## config.mk

```make
export PLATFORM = sky130hd
export DESIGN_NAME = tmr_irq_ctrl
export DESIGN_NICKNAME = d
export VERILOG_FILES = /design/src/rtl/irqc_pkg.sv /design/src/rtl/irqc_flag_bank.sv /design/src/rtl/irqc_enable_bank.sv /design/src/rtl/irqc_readback.sv /design/src/rtl/tmr_irq_ctrl.sv
export SDC_FILE = /design/constraint.sdc
export NUM_CORES = 1
export LEC_CHECK = 0
export ABC_AREA = 1
export BUFFER_PORTS_ARGS = -buffer_cell sky130_fd_sc_hd__buf_2
export CAP_MARGIN = 10
export CELL_PAD_IN_SITES_DETAIL_PLACEMENT = 1
export CELL_PAD_IN_SITES_GLOBAL_PLACEMENT = 1
export CORE_MARGIN = 2
export CORE_UTILIZATION = 28
export DETAILED_ROUTE_END_ITERATION = 6
export PLACE_DENSITY_LB_ADDON = 0.1
export REMOVE_ABC_BUFFERS = 1
export SLEW_MARGIN = 5
export SYNTH_ARGS = -nofsm -noshare
export SYNTH_HDL_FRONTEND = slang
export SYNTH_HIERARCHICAL = 1
export SYNTH_SLANG_ARGS = --single-unit
```

## constraint.sdc

```tcl
create_clock -name clk -period 0.8 [get_ports clk]
set_input_delay 0.08 -clock clk [delete_from_list [all_inputs] [get_ports clk]]
set_output_delay 0.08 -clock clk [all_outputs]
set_load 0.05 [all_outputs]
```

## src/rtl/irqc_pkg.sv

```systemverilog
package irqc_pkg;
  localparam int DATA_W  = 8;
  localparam int FLAG_W  = DATA_W - 1;
  localparam int SEL_BIT = DATA_W - 1;
  localparam int BIT_SHIFT = 2;
  localparam int BIT_TMR2  = 5;
  localparam int BIT_TMR1  = 6;
  typedef logic [FLAG_W-1:0] flag_vec_t;
endpackage

```

## src/rtl/irqc_flag_bank.sv

```systemverilog
module irqc_flag_bank
  import irqc_pkg::*;
(
  input  logic      clk,
  input  logic      rst_n,
  input  logic      wr_hit,
  input  flag_vec_t wr_mask,
  input  logic      clr_shift,
  input  logic      clr_tmr1,
  input  logic      clr_tmr2,
  input  flag_vec_t set_vec,
  output flag_vec_t flags
);
  flag_vec_t flags_q, flags_nxt, rd_clr, wr_clr;

  always_comb begin
    rd_clr = '0;
    rd_clr[BIT_SHIFT] = clr_shift;
    rd_clr[BIT_TMR1]  = clr_tmr1;
    rd_clr[BIT_TMR2]  = clr_tmr2;
  end

  genvar gi;
  generate
    for (gi = 0; gi < FLAG_W; gi++) begin : g_bit
      assign wr_clr[gi] = wr_hit & wr_mask[gi];
      // set has priority over any clear source
      assign flags_nxt[gi] = set_vec[gi] | (flags_q[gi] & ~wr_clr[gi] & ~rd_clr[gi]);
    end
  endgenerate

  always_ff @(posedge clk or negedge rst_n) begin
    if (!rst_n) flags_q <= '0;
    else        flags_q <= flags_nxt;
  end

  assign flags = flags_q;

  AST_SET_WINS: assert property (@(posedge clk) disable iff (!rst_n)
    (set_vec != '0) |=> ((flags & $past(set_vec)) == $past(set_vec)));

  AST_W1C_CLEARS: assert property (@(posedge clk) disable iff (!rst_n)
    (wr_hit && set_vec == '0) |=> ((flags & $past(wr_mask)) == '0));

  AST_STROBE_T1: assert property (@(posedge clk) disable iff (!rst_n)
    (clr_tmr1 && !set_vec[BIT_TMR1]) |=> !flags[BIT_TMR1]);
endmodule

```

## src/rtl/irqc_enable_bank.sv

```systemverilog
module irqc_enable_bank
  import irqc_pkg::*;
(
  input  logic              clk,
  input  logic              rst_n,
  input  logic              wr_hit,
  input  logic [DATA_W-1:0] wdata,
  output flag_vec_t         enables
);
  flag_vec_t en_q, en_nxt, bits;
  logic      set_sel;

  assign bits    = wdata[FLAG_W-1:0];
  assign set_sel = wdata[SEL_BIT];

  always_comb begin
    en_nxt = en_q;
    if (set_sel) en_nxt = en_q | bits;
    else         en_nxt = en_q & ~bits;
  end

  always_ff @(posedge clk or negedge rst_n) begin
    if (!rst_n)      en_q <= '0;
    else if (wr_hit) en_q <= en_nxt;
  end

  assign enables = en_q;

  AST_EN_SET: assert property (@(posedge clk) disable iff (!rst_n)
    (wr_hit && set_sel) |=> ((enables & $past(bits)) == $past(bits)));

  AST_EN_CLR: assert property (@(posedge clk) disable iff (!rst_n)
    (wr_hit && !set_sel) |=> ((enables & $past(bits)) == '0));

  AST_EN_HOLD: assert property (@(posedge clk) disable iff (!rst_n)
    !wr_hit |=> $stable(enables));
endmodule

```

## src/rtl/irqc_readback.sv

```systemverilog
module irqc_readback
  import irqc_pkg::*;
#(
  parameter int ADDR_W    = 4,
  parameter int STAT_ADDR = 13,
  parameter int MASK_ADDR = 14
) (
  input  logic [ADDR_W-1:0] addr,
  input  flag_vec_t         flags,
  input  flag_vec_t         enables,
  output logic [DATA_W-1:0] rdata
);
  logic any_live;
  assign any_live = |(flags & enables);

  always_comb begin
    rdata = '0;
    if (addr == ADDR_W'(STAT_ADDR))      rdata = {any_live, flags};
    else if (addr == ADDR_W'(MASK_ADDR)) rdata = {1'b1, enables};
  end
endmodule

```

## src/rtl/tmr_irq_ctrl.sv

```systemverilog
module tmr_irq_ctrl
  import irqc_pkg::*;
#(
  parameter int ADDR_W    = 4,
  parameter int STAT_ADDR = 13,
  parameter int MASK_ADDR = 14
) (
  input  logic              clk,
  input  logic              rst_n,
  input  logic [ADDR_W-1:0] reg_addr,
  input  logic              reg_wr,
  input  logic [DATA_W-1:0] reg_wdata,
  output logic [DATA_W-1:0] reg_rdata,
  input  logic [FLAG_W-1:0] set_evt,
  input  logic              rdclr_shift,
  input  logic              rdclr_tmr1,
  input  logic              rdclr_tmr2,
  output logic              irq
);
  flag_vec_t flags, enables;
  logic      stat_wr, mask_wr, irq_q, irq_nxt;

  assign stat_wr = reg_wr & (reg_addr == ADDR_W'(STAT_ADDR));
  assign mask_wr = reg_wr & (reg_addr == ADDR_W'(MASK_ADDR));

  irqc_flag_bank u_flags (
    .clk       (clk),
    .rst_n     (rst_n),
    .wr_hit    (stat_wr),
    .wr_mask   (reg_wdata[FLAG_W-1:0]),
    .clr_shift (rdclr_shift),
    .clr_tmr1  (rdclr_tmr1),
    .clr_tmr2  (rdclr_tmr2),
    .set_vec   (set_evt),
    .flags     (flags)
  );

  irqc_enable_bank u_enables (
    .clk     (clk),
    .rst_n   (rst_n),
    .wr_hit  (mask_wr),
    .wdata   (reg_wdata),
    .enables (enables)
  );

  irqc_readback #(
    .ADDR_W    (ADDR_W),
    .STAT_ADDR (STAT_ADDR),
    .MASK_ADDR (MASK_ADDR)
  ) u_readback (
    .addr    (reg_addr),
    .flags   (flags),
    .enables (enables),
    .rdata   (reg_rdata)
  );

  assign irq_nxt = |(flags & enables);

  always_ff @(posedge clk or negedge rst_n) begin
    if (!rst_n) irq_q <= 1'b0;
    else        irq_q <= irq_nxt;
  end

  assign irq = irq_q;

  AST_IRQ_LAGS_STATUS: assert property (@(posedge clk) disable iff (!rst_n)
    (reg_addr == ADDR_W'(STAT_ADDR)) |=> (irq == $past(reg_rdata[SEL_BIT])));

  AST_MASK_RD_TOP: assert property (@(posedge clk) disable iff (!rst_n)
    (reg_addr == ADDR_W'(MASK_ADDR)) |-> reg_rdata[SEL_BIT]);

  AST_OTHER_RD_ZERO: assert property (@(posedge clk) disable iff (!rst_n)
    (reg_addr != ADDR_W'(STAT_ADDR) && reg_addr != ADDR_W'(MASK_ADDR)) |-> (reg_rdata == '0));
endmodule

```

## Word-level counts from Yosys, hierarchy flattened

Index checks and enable logic that the tools add are counted.
W data, S select, Z words.

| word-level totals | value |
|---|---|
| bits in registers | 15 |
| bits in latches | 0 |
| memory bits (writable) | 0 |
| bits in read-only memories | 0 |
| input port bits | 25 |
| output and inout bits | 9 |
| word-level logic and storage cells | 49 |
| memories kept | 0 |

| operators by class | value |
|---|---|
| $add $sub $neg | 0 |
| $mul | 0 |
| div/mod/pow operators | 0 |
| $lt $le $gt $ge | 0 |
| eq/ne operators | 2 |
| shifts and indexed selects | 0 |
| multiplexer cells | 3 |
| bitwise logic cells | 40 |
| reduce and logical (&&, ||, !) cells | 1 |

Operators by type and width:

| cell | number |
|---|---|
| $and A1 B1 Y1 | 19 |
| $mux W8 | 2 |
| $and A7 B7 Y7 | 2 |
| $not A1 Y1 | 10 |
| $eq A4 B4 Y1 const B | 2 |
| $mux W7 | 1 |
| $not A7 Y7 | 1 |
| $or A1 B1 Y1 | 7 |
| $or A7 B7 Y7 | 1 |
| $reduce_or A7 Y1 | 1 |

## Logic depth before layout (Yosys ltp)

| depth | value |
|---|---|
| depth after elaboration | 7 |
| depth in mapped cells | 6 |
| mapped depth without buffers | 6 |

## Cells and area by module

The synthesis kept the hierarchy.

Modules (own cells, without submodules):

| module | times used | cells each | area each (µm²) | seq. area each (µm²) |
|---|---|---|---|---|
| irqc_enable_bank | 1 | 36 | 300.3 | 175.2 |
| irqc_flag_bank | 1 | 38 | 295.3 | 175.2 |
| irqc_readback | 1 | 41 | 180.2 | 0.0 |
| tmr_irq_ctrl | 1 | 20 | 98.8 | 25.0 |

## Worst setup path before layout

OpenSTA, ideal clock, no wires.

| timing path | value |
|---|---|
| path kind | register to output |
| start | register with a tool-made name |
| end | output port reg_rdata[0] |
| data arrival time | 1.114 ns |
| required time | 0.720 ns |
| setup slack | -0.394 ns |
| cell stages (with the launch flop) | 3 |
| buffers on the path | 0 |
| cells stage by stage | dfrtp_1 inv_1 o21ai_1 |

RTL lines:

| item | line | RTL |
|---|---|---|
| end, declared | tmr_irq_ctrl.sv:13 | `output logic [DATA_W-1:0] reg_rdata,` |

## Worst setup path after layout

| timing path | value |
|---|---|
| start | register u_flags.flags_q[3] (netlist: u_flags/flags[3]) |
| end | output port reg_rdata[7] |

| between the ends | value |
|---|---|
| longest elaborated chain between the ends | 3 |

RTL lines:

| item | line | RTL |
|---|---|---|
| start, declared | irqc_flag_bank.sv:14 | `flag_vec_t flags_q, flags_nxt, rd_clr, wr_clr;` |
| start signal, assigned | irqc_flag_bank.sv:34 | `else flags_q <= flags_nxt;` |
| $and A7 B7 Y7 | irqc_readback.sv:14 | `assign any_live = \|(flags & enables);` |
| $reduce_or A7 Y1 | irqc_readback.sv:14 |  |
| $mux W8 | irqc_readback.sv:18 | `if (addr == ADDR_W'(STAT_ADDR)) rdata = {any_live, flags};` |

No other way between the ends.

==> flow_summary.ini <==
[clock_network]
cts.path.max_buffers = 2
cts_tree = built
numCtsBuffers = 3
clk_pin_slew_ps = 100
cts_max_level = 1
cts.sinks = 15
cts-root-buf = clkbuf_4
worstSkewPairLatency_ps = 300

[routing]
wl_per_cell_um = 12.9
drt-total-wl_um = 3010
drc = 0
firstDrtPassIters = 4
ant_nets = 0
drtIter0Drc = 41
via_count = 1073
avgViaCountPerCell = 4.59

[finish]
n_fill_cell = 397
multi_input_area_um2 = 447
drive_above_1_share_pct = 33.8
area.sequential_um2 = 375
antenna_cells = 0
nets = 227
syn_to_final_growth_pct = 65.5

[global_routing]
overflow = 0
grt_use_total_pct = 17.4
grt_pass1_vias = 1032
use_met3_pct = 3.68
grt_pass1_wl_um = 4510
busiest_layer = met2
grtUsageMet1_pct = 19.7
met2_usage_pct = 32.0
antenna_found_initial = 0
grt_max_degree = 16

[pwr]
powerDensity_nw_per_um2 = 1530
max-vdd-ir-drop_mv = 0.514
power_leakage_nw = 0.801

[critical_path]
worst-endpoint-arrival_ps = 1280
cp_slowest_cell = dfrtp_1
slowest_delay_ps = 400
reg2reg_depth = 6
crit_type = reg -> out
worstPathRequired_ps = 720
path_cells = nand2_1, nand2_1, nor2_1, nand2_1, nand2_1, nand2_2, buf_6
timing.rr.start = u_flags/flags[3]$_DFF_PN0_
r2r-end = irq$_DFF_PN0_
critPathMaxFanout = 2
critPathCaptureType = output port
crit_path_frequent_cell = nand2_1
rrSetupSlack_ps = -190
critPathLaunchType = register

[logic_synthesis]
yosys.area.top_type = dfrtp_1
syn_area_um2 = 875
synthDistinctLibCells = 10
netlist.area_leader.share_pct = 42.9
ys_seq_area_share_pct = 42.9
syn_inst = 135
ys_top_cells_by_area = dfrtp_1 (43%), nand2_1 (31%), inv_1 (8.6%), nand3_1 (6.3%), o21ai_1 (4.0%)
synth_seq_cells = 15
syn_avg_cell_area_um2 = 6.48
synth_warnings = 6

[min_path]
hold_start = rdclr_tmr2
worstHoldPathCells = 4
hold_end = u_flags/flags[5]$_DFF_PN0_
hold_path.class = in -> reg

[floorplan]
core-area_um2 = 3000
io_pins = 34
start_util_pct = 29.1
die_area_um2 = 3590
dieHeight_um = 59.9
std_cell_rows = 20
die_x_um = 59.9

[place]
dp_slack_ps = -307
gp_congestion = 0.823
hpwl_um = 2080
io_buffer_count = 33

[timing]
worstMarginPinSlew_ps = 360
setup_violations = 13
slew-limit-headroom_pct = 76.0
finalCritPeriodShare_pct = 170
rsz0062_at_grt = yes
finalSetupTns_ps = -4180
hold_viol_final = 0
period_minus_slack_ps = 1360
fin_ws_ps = -561
fin_skew_ps = 0.638
slew_viol_final = 0
fmax_ghz = 0.734

[outcome]
status = finished with violations
violations = negative setup slack

[flow_run]
maxCapViolations = 0
==> layout make-up <==
class / count / area share [%]
clock buffers: 3 / 1.56
clock inverters: 1 / 0.346
inverters: 20 / 5.19
multi-input cells: 99 / 30.9
flip-flops and latches: 15 / 25.9
well taps: 33 / 2.85
repair buffers: 63 / 33.3
==> synth_stat cells <==
| cell type | number |
|---|---|
| nor2_1 | 4 |
| o21ai_1 | 7 |
| nand4_2 | 1 |
| nor3_1 | 2 |
| dfrtp_1 | 15 |
| buf_6 | 1 |
| nand2_1 | 73 |
| nor2_4 | 1 |
| nand3_1 | 11 |
| inv_1 | 20 |
==> cells by family (layout without fill, tap and decap cells) <==
family	after synthesis	after routing	share of synthesized area, %
AOI/OAI and AO/OA	7	7	4.01
buffers and inverters	21	87	9.87
DFF	15	15	42.9
and+or+nand+nor	92	92	43.2
==> metal layers <==
layer / share of wire [%] / vias up / routed length [um]
met5: 0 / - / 0
met4: 1.4 / 0 / 41
met3: 3.6 / 4 / 109
met2: 52 / 21 / 1570
met1: 43 / 505 / 1290
li1: - / 543 / -
==> layout by cell type, fill, tap and decap left out <==
cell / count
buf_2: 24
buf_6: 13
nand2_1: 70
inv_1: 20
nand3_2: 2
clkbuf_4: 3
nand3_1: 9
buf_4: 18
nor2_4: 1
nor3_2: 1
dlygate4sd3_1: 8
o21ai_1: 7
nand2_2: 3
dfrtp_1: 15
nand4_2: 1
nor2_1: 4
clkinv_2: 1
nor3_4: 1
==> critical path: cells and delay by family (launching register included) <==
| family | cells | cell delay (ps) |
|---|---|---|
| simple gates | 6 | 420 |
| flops | 1 | 400 |
| buf+inv | 1 | 160 |
==> through the flow <==
stage	utilization (%)	instance area (um^2)	hold slack, ps	total power, mW	std cells
5_1_grt	48.2	1450	43.5	2.37	234
2_1_floorplan	-	863	-216	1.29	134
3_5_place_dp	40.1	1200	14.3	1.62	218
3_3_place_gp	40.1	1200	15.5	1.60	218
6_report	48.2	1450	32.6	2.22	234
4_1_cts	46.1	1390	24.7	2.19	231
==> where the power goes <==
part           switching [mW]  internal, mW  total [mW]
clock                   0.282         0.187       0.469
sequential             0.0541         0.852       0.906
combinational           0.452         0.388       0.841
==> repair_timing <==
item	4_1_cts	5_1_grt
setup endpoints to repair	10	19
pin swaps	6	3
hold buffers	8	0
gates resized for setup	21	13
setup buffers	1	3
gates cloned	0	1
endpoints found under the hold margin	22	0
==> worst max path at each step <==
stage	start	slack, ps	to
4_1_cts	u_flags/flags[1]$_DFF_PN0_	-570	reg_rdata[7]
6_report	u_flags/flags[3]$_DFF_PN0_	-560	reg_rdata[7]
3_5_place_dp	reg_addr[0]	-310	reg_rdata[4]
3_3_place_gp	reg_addr[1]	-270	reg_rdata[6]
2_1_floorplan	reg_addr[2]	-420	register
5_1_grt	register	-650	reg_rdata[7]
Power figures use the tool's default switching activity.
